--- config.mk ---
export PLATFORM = sky130hd
export DESIGN_NAME = lcd_scan_timer
export DESIGN_NICKNAME = d
export VERILOG_FILES = /design/src/rtl/lcd_scan_pkg.sv /design/src/rtl/lcd_scan_axis.sv /design/src/rtl/lcd_scan_ctrl.sv /design/src/rtl/lcd_scan_datapath.sv /design/src/rtl/lcd_scan_timer.sv
export SDC_FILE = /design/constraint.sdc
export NUM_CORES = 1
export LEC_CHECK = 0
export BUFFER_PORTS_ARGS = -buffer_cell sky130_fd_sc_hd__buf_2
export CORE_UTILIZATION = 40
export CTS_BUF_LIST = sky130_fd_sc_hd__clkbuf_2
export CTS_CLUSTER_DIAMETER = 80
export CTS_CLUSTER_SIZE = 40
export DETAILED_ROUTE_END_ITERATION = 12
export SETUP_SLACK_MARGIN = 0.2
export SLEW_MARGIN = 5
export SYNTH_ARGS = -nofsm -noshare
export SYNTH_HDL_FRONTEND = slang
export SYNTH_SLANG_ARGS = --single-unit
--- constraint.sdc ---
create_clock -name clk -period 23.6 [get_ports clk]
set_clock_uncertainty 0.1 [all_clocks]
set_input_delay 4.72 -clock clk [delete_from_list [all_inputs] [get_ports clk]]
set_output_delay 4.72 -clock clk [all_outputs]
set_load 0.01 [all_outputs]
--- src/rtl/lcd_scan_pkg.sv ---
package lcd_scan_pkg;
  localparam int ACT_W   = 10;
  localparam int SYNC_W  = 6;
  localparam int PORCH_W = 8;
  localparam int DIV_W   = 10;
  // widest line or frame: largest sync + two largest porches + largest active
  localparam int POS_W = $clog2((1 << SYNC_W) + 2 * (1 << PORCH_W) + (1 << ACT_W));

  // bit positions decoded from the clock word
  localparam int INV_VS_BIT = 15;
  localparam int INV_HS_BIT = 16;
  localparam int INV_PC_BIT = 17;
  localparam int INV_DE_BIT = 18;

  typedef struct packed {
    logic clear;
    logic pixStep;
    logic lineWrap;
    logic frameWrap;
  } scan_strobe_t;
endpackage

--- src/rtl/lcd_scan_axis.sv ---
module lcd_scan_axis
  import lcd_scan_pkg::*;
#(
  parameter int MAX_ACTIVE = 800
) (
  input  logic             clk,
  input  logic             rstN,
  input  logic             clear,
  input  logic             step,
  input  logic [31:0]      cfg,
  output logic [POS_W-1:0] pos,
  output logic             inSync,
  output logic             inActive,
  output logic             atLast
);
  localparam logic [POS_W-1:0] ACT_CAP = POS_W'(MAX_ACTIVE);
  localparam logic [POS_W-1:0] ONE     = POS_W'(1);

  logic [POS_W-1:0] syncLen, leadLen, actRaw, actLen, trailLen;
  logic [POS_W-1:0] actStart, actEnd, total;

  always_comb begin
    syncLen  = POS_W'(cfg[15:10]) + ONE;
    leadLen  = POS_W'(cfg[23:16]) + ONE;
    actRaw   = POS_W'(cfg[9:0]) + ONE;
    trailLen = POS_W'(cfg[31:24]) + ONE;
    actLen   = (actRaw > ACT_CAP) ? ACT_CAP : actRaw;
    actStart = syncLen + leadLen;
    actEnd   = actStart + actLen;
    total    = actEnd + trailLen;
  end

  assign atLast   = (pos >= total - ONE);
  assign inSync   = (pos < syncLen);
  assign inActive = (pos >= actStart) && (pos < actEnd);

  always_ff @(posedge clk or negedge rstN) begin
    if (!rstN)       pos <= '0;
    else if (clear)  pos <= '0;
    else if (step)   pos <= atLast ? '0 : pos + ONE;
  end
endmodule

--- src/rtl/lcd_scan_ctrl.sv ---
module lcd_scan_ctrl
  import lcd_scan_pkg::*;
(
  input  logic             clk,
  input  logic             rstN,
  input  logic             run,
  input  logic [DIV_W-1:0] divCfg,
  input  logic             hLast,
  input  logic             vLast,
  output scan_strobe_t     strobe,
  output logic             pixClkRaw
);
  logic [DIV_W-1:0] divCnt;
  logic             phase;
  logic             divWrap;

  assign divWrap = (divCnt >= divCfg);

  always_ff @(posedge clk or negedge rstN) begin
    if (!rstN) begin
      divCnt <= '0;
      phase  <= 1'b0;
    end else if (!run) begin
      divCnt <= '0;
      phase  <= 1'b0;
    end else if (divWrap) begin
      divCnt <= '0;
      phase  <= ~phase;
    end else begin
      divCnt <= divCnt + DIV_W'(1);
    end
  end

  always_comb begin
    strobe.clear     = ~run;
    strobe.pixStep   = run & divWrap & phase;
    strobe.lineWrap  = strobe.pixStep & hLast;
    strobe.frameWrap = strobe.lineWrap & vLast;
  end

  assign pixClkRaw = phase;
endmodule

--- src/rtl/lcd_scan_datapath.sv ---
module lcd_scan_datapath
  import lcd_scan_pkg::*;
#(
  parameter int MAX_PIXELS = 800,
  parameter int MAX_LINES  = 600
) (
  input  logic             clk,
  input  logic             rstN,
  input  scan_strobe_t     strobe,
  input  logic             run,
  input  logic [31:0]      hCfg,
  input  logic [31:0]      vCfg,
  input  logic [3:0]       invBits,
  input  logic             pixClkRaw,
  output logic             hLast,
  output logic             vLast,
  output logic [POS_W-1:0] pixelPos,
  output logic [POS_W-1:0] linePos,
  output logic             hSyncOut,
  output logic             vSyncOut,
  output logic             dataEnOut,
  output logic             pixClkOut,
  output logic             activeVideo
);
  logic [1:0][31:0]      axisCfg;
  logic [1:0]            axisStep, axisSync, axisAct, axisLast;
  logic [1:0][POS_W-1:0] axisPos;
  logic                  unusedStrobe;

  assign axisCfg[0]   = hCfg;
  assign axisCfg[1]   = vCfg;
  assign axisStep     = {strobe.lineWrap, strobe.pixStep};
  assign unusedStrobe = strobe.frameWrap;

  for (genvar g = 0; g < 2; g++) begin : g_axis
    localparam int CAP = (g == 0) ? MAX_PIXELS : MAX_LINES;
    lcd_scan_axis #(.MAX_ACTIVE(CAP)) u_axis (
      .clk      (clk),
      .rstN     (rstN),
      .clear    (strobe.clear),
      .step     (axisStep[g]),
      .cfg      (axisCfg[g]),
      .pos      (axisPos[g]),
      .inSync   (axisSync[g]),
      .inActive (axisAct[g]),
      .atLast   (axisLast[g])
    );
  end

  assign hLast    = axisLast[0];
  assign vLast    = axisLast[1];
  assign pixelPos = axisPos[0];
  assign linePos  = axisPos[1];

  // invBits: [0] vsync, [1] hsync, [2] pixel clock, [3] data enable
  assign activeVideo = run & axisAct[0] & axisAct[1];
  assign hSyncOut    = (run & axisSync[0]) ^ invBits[1];
  assign vSyncOut    = (run & axisSync[1]) ^ invBits[0];
  assign dataEnOut   = activeVideo ^ invBits[3];
  assign pixClkOut   = pixClkRaw ^ invBits[2];
endmodule

--- src/rtl/lcd_scan_timer.sv ---
module lcd_scan_timer
  import lcd_scan_pkg::*;
#(
  parameter int MAX_PIXELS = 800,
  parameter int MAX_LINES  = 600
) (
  input  logic             clk,
  input  logic             rstN,
  input  logic             runEn,
  input  logic [31:0]      hTimingCfg,
  input  logic [31:0]      vTimingCfg,
  input  logic [31:0]      clkCtrlCfg,
  output logic             pixClkEn,
  output logic             pixClkOut,
  output logic             hSyncOut,
  output logic             vSyncOut,
  output logic             dataEnOut,
  output logic             activeVideo,
  output logic             lineEnd,
  output logic             frameEnd,
  output logic [POS_W-1:0] pixelPos,
  output logic [POS_W-1:0] linePos
);
  scan_strobe_t strobe;
  logic         hLast, vLast, pixClkRaw;
  logic [3:0]   invBits;
  logic         unusedCfgBits;

  assign invBits       = {clkCtrlCfg[INV_DE_BIT], clkCtrlCfg[INV_PC_BIT],
                          clkCtrlCfg[INV_HS_BIT], clkCtrlCfg[INV_VS_BIT]};
  assign unusedCfgBits = ^{clkCtrlCfg[31:19], clkCtrlCfg[14:DIV_W]};

  lcd_scan_ctrl u_ctrl (
    .clk       (clk),
    .rstN      (rstN),
    .run       (runEn),
    .divCfg    (clkCtrlCfg[DIV_W-1:0]),
    .hLast     (hLast),
    .vLast     (vLast),
    .strobe    (strobe),
    .pixClkRaw (pixClkRaw)
  );

  lcd_scan_datapath #(.MAX_PIXELS(MAX_PIXELS), .MAX_LINES(MAX_LINES)) u_dp (
    .clk         (clk),
    .rstN        (rstN),
    .strobe      (strobe),
    .run         (runEn),
    .hCfg        (hTimingCfg),
    .vCfg        (vTimingCfg),
    .invBits     (invBits),
    .pixClkRaw   (pixClkRaw),
    .hLast       (hLast),
    .vLast       (vLast),
    .pixelPos    (pixelPos),
    .linePos     (linePos),
    .hSyncOut    (hSyncOut),
    .vSyncOut    (vSyncOut),
    .dataEnOut   (dataEnOut),
    .pixClkOut   (pixClkOut),
    .activeVideo (activeVideo)
  );

  assign pixClkEn = strobe.pixStep;
  assign lineEnd  = strobe.lineWrap;
  assign frameEnd = strobe.frameWrap;
endmodule

==> results.md <==
- The flow ran to the end, and the final reports show no timing, DRC or antenna violations.
- Hold timing on the final database bottoms out at a slack of around 0.42 ns.
- In the synthesized netlist the async set-or-reset flop fraction comes to 100.0%.
- After synthesis, the most frequently instantiated cells are 141 x sky130_fd_sc_hd__ha_1, 78 x sky130_fd_sc_hd__inv_1, 76 x sky130_fd_sc_hd__nor2_1, 69 x sky130_fd_sc_hd__nand2_1, 48 x sky130_fd_sc_hd__a21oi_1.
- The worst endpoint required time is roughly 19 ns.
- The detailed-router iteration count before antenna repair is 5.
- Net switching is between 40% and 50% of the power.
- The critical path's most frequent cell is sky130_fd_sc_hd__ha_1.
- The post-synthesis sequential area ratio is 12.09%.
- The category of the most critical setup path is in -> out.
- The max-cap violation count is 0.
- TritonCTS built the clock tree.
- The wire length on met3 is 655 um.
- The warning count from the yosys run is 0.
- The kind of cell with the highest combined delay on the critical path is simple AND/OR/NAND/NOR gates.
- The number of antenna violations at the first check in global routing is 0.
- The global placement routability congestion is about 0.9.
- Setup violations remaining at the end of the flow were counted as 0.
- The cell accounting for the most synthesized area is sky130_fd_sc_hd__ha_1.
- The detailed router used layers up to and including met4.
- The netlist area before placement is between 0.006 and 0.007 mm2.
- Yosys attributes the largest share of cell area to sky130_fd_sc_hd__ha_1 26%, sky130_fd_sc_hd__dfrtp_1 12%, sky130_fd_sc_hd__xnor2_1 4.6%.
- Across the VDD grid, the largest voltage drop is between 0.04 and 0.05 mV.
- The total area inside the core boundary comes to 0.01664 mm2.
- In the synthesized netlist, the number of instances is 885.
- Of all nets on the critical path, the largest fanout is 12.
- In this run, the number of DRC markers left after iteration 0 of detailed routing was 453.
- Setup total negative slack on the finished layout was measured at 0 ns.
- The achievable clock frequency is between 60 and 70 MHz.
- The setup slack at placement is between 7 and 8 ns.
- Counting the buffers created by CTS gives 5.
- The remaining antenna violation count after routing is 0.
- The share of total power dissipated in the clock network is 7.0%.
- The CTS root buffer is sky130_fd_sc_hd__clkbuf_2.
- Internal power comes to 0.0002014 W.
- The die extent in x is 132.7 um.
- Entering global routing, the biggest net connects 34 pins.
- In the synthesized netlist the dominant register cell turns out to be sky130_fd_sc_hd__dfrtp_1.
- For the pin with the worst max-slew slack, the measured transition is ~0.88 ns.
- The startpoint class of the critical path is a primary input.
- For this configuration, the core starts out at a cell density of between 40% and 50%.
- The type of the tightest min-delay check is reg -> reg.
- In this run the tool buffered the top-level ports with 110 buffer cells.
- For this design the static power due to leakage is 3.777 nW.
- Together, buffers and inverters on the worst path number 4.
- After detailed routing, the wire length on met1 is 8619 um.
- The post-route fraction of the period consumed by the critical path is 66.94%.
- The worst relative slew slack is roughly 40%.
- The area growth from synthesis to layout is 11.67%.
- The clock period minus final worst setup slack is ~16 ns.
- The total met2 wirelength after detailed routing is between 8000 and 9000 um.
- The number of top-level design ports is 129.
- The clock latency on the worst-skew pair is about 0.4 ns.
- The analysis attributes to net switching a power of between 0.00015 and 0.0002 W.
- The via count is 6665.
- The largest individual stage delay along the critical path comes from the cell sky130_fd_sc_hd__or4_1.
- The post-detailed-route wirelength per cell is around 15 um.
- At the worst endpoint, the arrival time is about 11 ns.
- The max-slew violation total from the final report is 0.
- The fraction of layout cells with a size suffix above 1 is about an eighth.
- The global-route usage over all layers is between 20% and 30%.
- Of the total power, registers draw roughly 15%.
- The number of nets in the synthesized netlist is around 1100.
- The total routed wirelength is 17910 um.
- The number of different library cells used by synthesis comes to 68.
- The worst setup path is captured at an output port.
- The clock sink total is 33.
- The number of global-route vias before repair is just over 6000.
- Buffers added to address setup during post-CTS repair amount to 0.
- The area share of the largest cell type after synthesis is 25.82%.
- The DRC violations left is 0.
- The largest buffer count on any clock path is 2.
- The sum of overflow across all layers after global routing is 0.
- The full die area is 0.01761 mm2.
- The flip-flop and latch count after synthesis is 33.
- In this run, the combinational gates consume approximately four fifths of the power.
- The post-cts repair resize count is 0.
- For this run, the post-layout net count is 1232.
- The die span in y is 132.7 um.
- The cts-stage hold buffer count is 0.
- The clock tree synthesis step divided the H-tree into 2 levels.
- The number of placement rows is 47.
- Setup repair after global routing left no endpoint under its margin.
- The number of antenna cells inserted is 0.
- The wire length of the first global-routing pass is 29130 um.
- For this run, the slowest stage of the critical path takes between 0.5 and 0.6 ns.
- In this run the power density over the cells is 51.82 mW/mm2.
- The number of fillers in the final layout is 1729.
- In this run the mean area of a mapped cell was 7.719 um2.
- Cells fill 45.84% of the core in the end.
- Counting flops with a built-in enable in the synthesized netlist gives 0.
- The final HPWL from detailed placement is around 15000 um.
- The number of hold violations in the final report is 0.
- The cell with the most instances after synthesis is sky130_fd_sc_hd__ha_1.
- Across all setup checks in the final design, the least slack found is between 7 and 8 ns.
- The average via count per standard cell is 5.522.
- Clock-pin slew was measured on the worst setup and hold paths at ~0.20 ns.
==> layout by cell type, fill, tap and decap left out, types with 4 or more instances in the layout <==
master | synthesis | routed
sky130_fd_sc_hd__ha_1 | 141 | 141
sky130_fd_sc_hd__buf_2 | 5 | 110
sky130_fd_sc_hd__inv_1 | 78 | 78
sky130_fd_sc_hd__nor2_1 | 76 | 76
sky130_fd_sc_hd__nand2_1 | 69 | 69
sky130_fd_sc_hd__a21oi_1 | 48 | 48
sky130_fd_sc_hd__nand3_1 | 44 | 44
sky130_fd_sc_hd__o21ai_0 | 36 | 36
sky130_fd_sc_hd__xnor2_1 | 36 | 36
sky130_fd_sc_hd__dfrtp_1 | 33 | 33
sky130_fd_sc_hd__xor2_1 | 32 | 32
sky130_fd_sc_hd__a21o_1 | 18 | 18
sky130_fd_sc_hd__nor2b_1 | 17 | 17
sky130_fd_sc_hd__o21a_1 | 17 | 17
sky130_fd_sc_hd__o21ai_1 | 15 | 15
sky130_fd_sc_hd__nand4_1 | 14 | 14
sky130_fd_sc_hd__nor3_1 | 14 | 14
sky130_fd_sc_hd__nand2b_1 | 14 | 14
sky130_fd_sc_hd__o22ai_1 | 13 | 13
sky130_fd_sc_hd__or3_1 | 13 | 13
sky130_fd_sc_hd__a2111oi_0 | 12 | 12
sky130_fd_sc_hd__a211oi_1 | 11 | 11
sky130_fd_sc_hd__a31oi_1 | 9 | 9
sky130_fd_sc_hd__and3_1 | 8 | 8
sky130_fd_sc_hd__or4_1 | 6 | 6
sky130_fd_sc_hd__fa_1 | 6 | 6
sky130_fd_sc_hd__o211ai_1 | 5 | 5
sky130_fd_sc_hd__nor4_1 | 5 | 5
sky130_fd_sc_hd__o2111ai_1 | 5 | 5
sky130_fd_sc_hd__a41oi_1 | 5 | 5
sky130_fd_sc_hd__clkbuf_2 | 0 | 5
sky130_fd_sc_hd__and2_1 | 4 | 4
sky130_fd_sc_hd__a21boi_1 | 4 | 4
sky130_fd_sc_hd__or2_2 | 4 | 4
sky130_fd_sc_hd__o32ai_1 | 4 | 4
sky130_fd_sc_hd__nand4b_1 | 4 | 4
==> registers in the layout, indices dropped and copies added, names as in the netlist <==
register and cells:
u_ctrl.divCnt 10, u_dp.g_axis.u_axis.pos 22, u_ctrl.pixClkRaw 1
==> metrics by stage <==
step	instances	cell area [um2]	total power, W
final	1207	7629	0.0003953
after global routing	1207	7629	0.0004428
after CTS	1207	7629	0.0003985
after detailed placement	1199	7591	0.0003702
after global placement	1199	7591	0.0003674
after floorplan	885	6832	0.0003036
==> worst paths after layout <==
kind | start | to | slack [ns] | depth (start not counted)
max | vTimingCfg[0] | frameEnd | 7.80 | 30
min | u_ctrl.divCnt[0] | u_ctrl.divCnt[0] | 0.42 | 1
max reg2reg | u_ctrl.divCnt[0] | u_dp.g_axis[1].u_axis.pos[7] | 20.46 | 8
min reg2reg | u_ctrl.divCnt[0] | u_ctrl.divCnt[0] | 0.42 | 1
max in group asynchronous | rstN | u_dp.g_axis[0].u_axis.pos[5] | 18.66 | 1
min in group asynchronous | rstN | u_ctrl.divCnt[0] | 4.24 | 1
==> cell families (layout without fill, tap and decap cells) <==
| family | after synthesis | after routing | share of synthesized area, % |
|---|---|---|---|
| simple gates | 304 | 304 | 22.16 |
| compound gates | 231 | 231 | 22.99 |
| fa+ha+maj | 147 | 147 | 27.58 |
| buf+inv | 96 | 198 | 5.421 |
| xor+xnor | 69 | 69 | 8.956 |
| flops | 33 | 33 | 12.09 |
| mux | 5 | 5 | 0.8058 |
==> layout make-up <==
cell class	instances	area [um2]	share of cell area, %
timing repair buffer	111	558.0	7.315
inverter	79	296.5	3.887
clock buffer	5	25.02	0.3280
tap	220	275.3	3.608
multi-input combinational	756	5635	73.87
sequential	33	825.8	10.82
clock inverter	3	12.51	0.1640
==> layer usage <==
layer | GRT usage, % | vias up
li1 | - | 3457
met1 | 28.10 | 3052
met2 | 34.56 | 140
met3 | 1.686 | 16
met4 | 3.065 | 0
met5 | 0 | -
==> power by group through the flow <==
stage	sequential, W	combinational [W]	clock [W]
final	0.0000576	0.000310	0.0000275
after CTS	0.0000576	0.000313	0.0000277
after global placement	0.0000586	0.000309	0
after global routing	0.0000577	0.000355	0.0000304
after floorplan	0.0000585	0.000245	0
after detailed placement	0.0000586	0.000312	0
(Power assumes the default switching activity.)
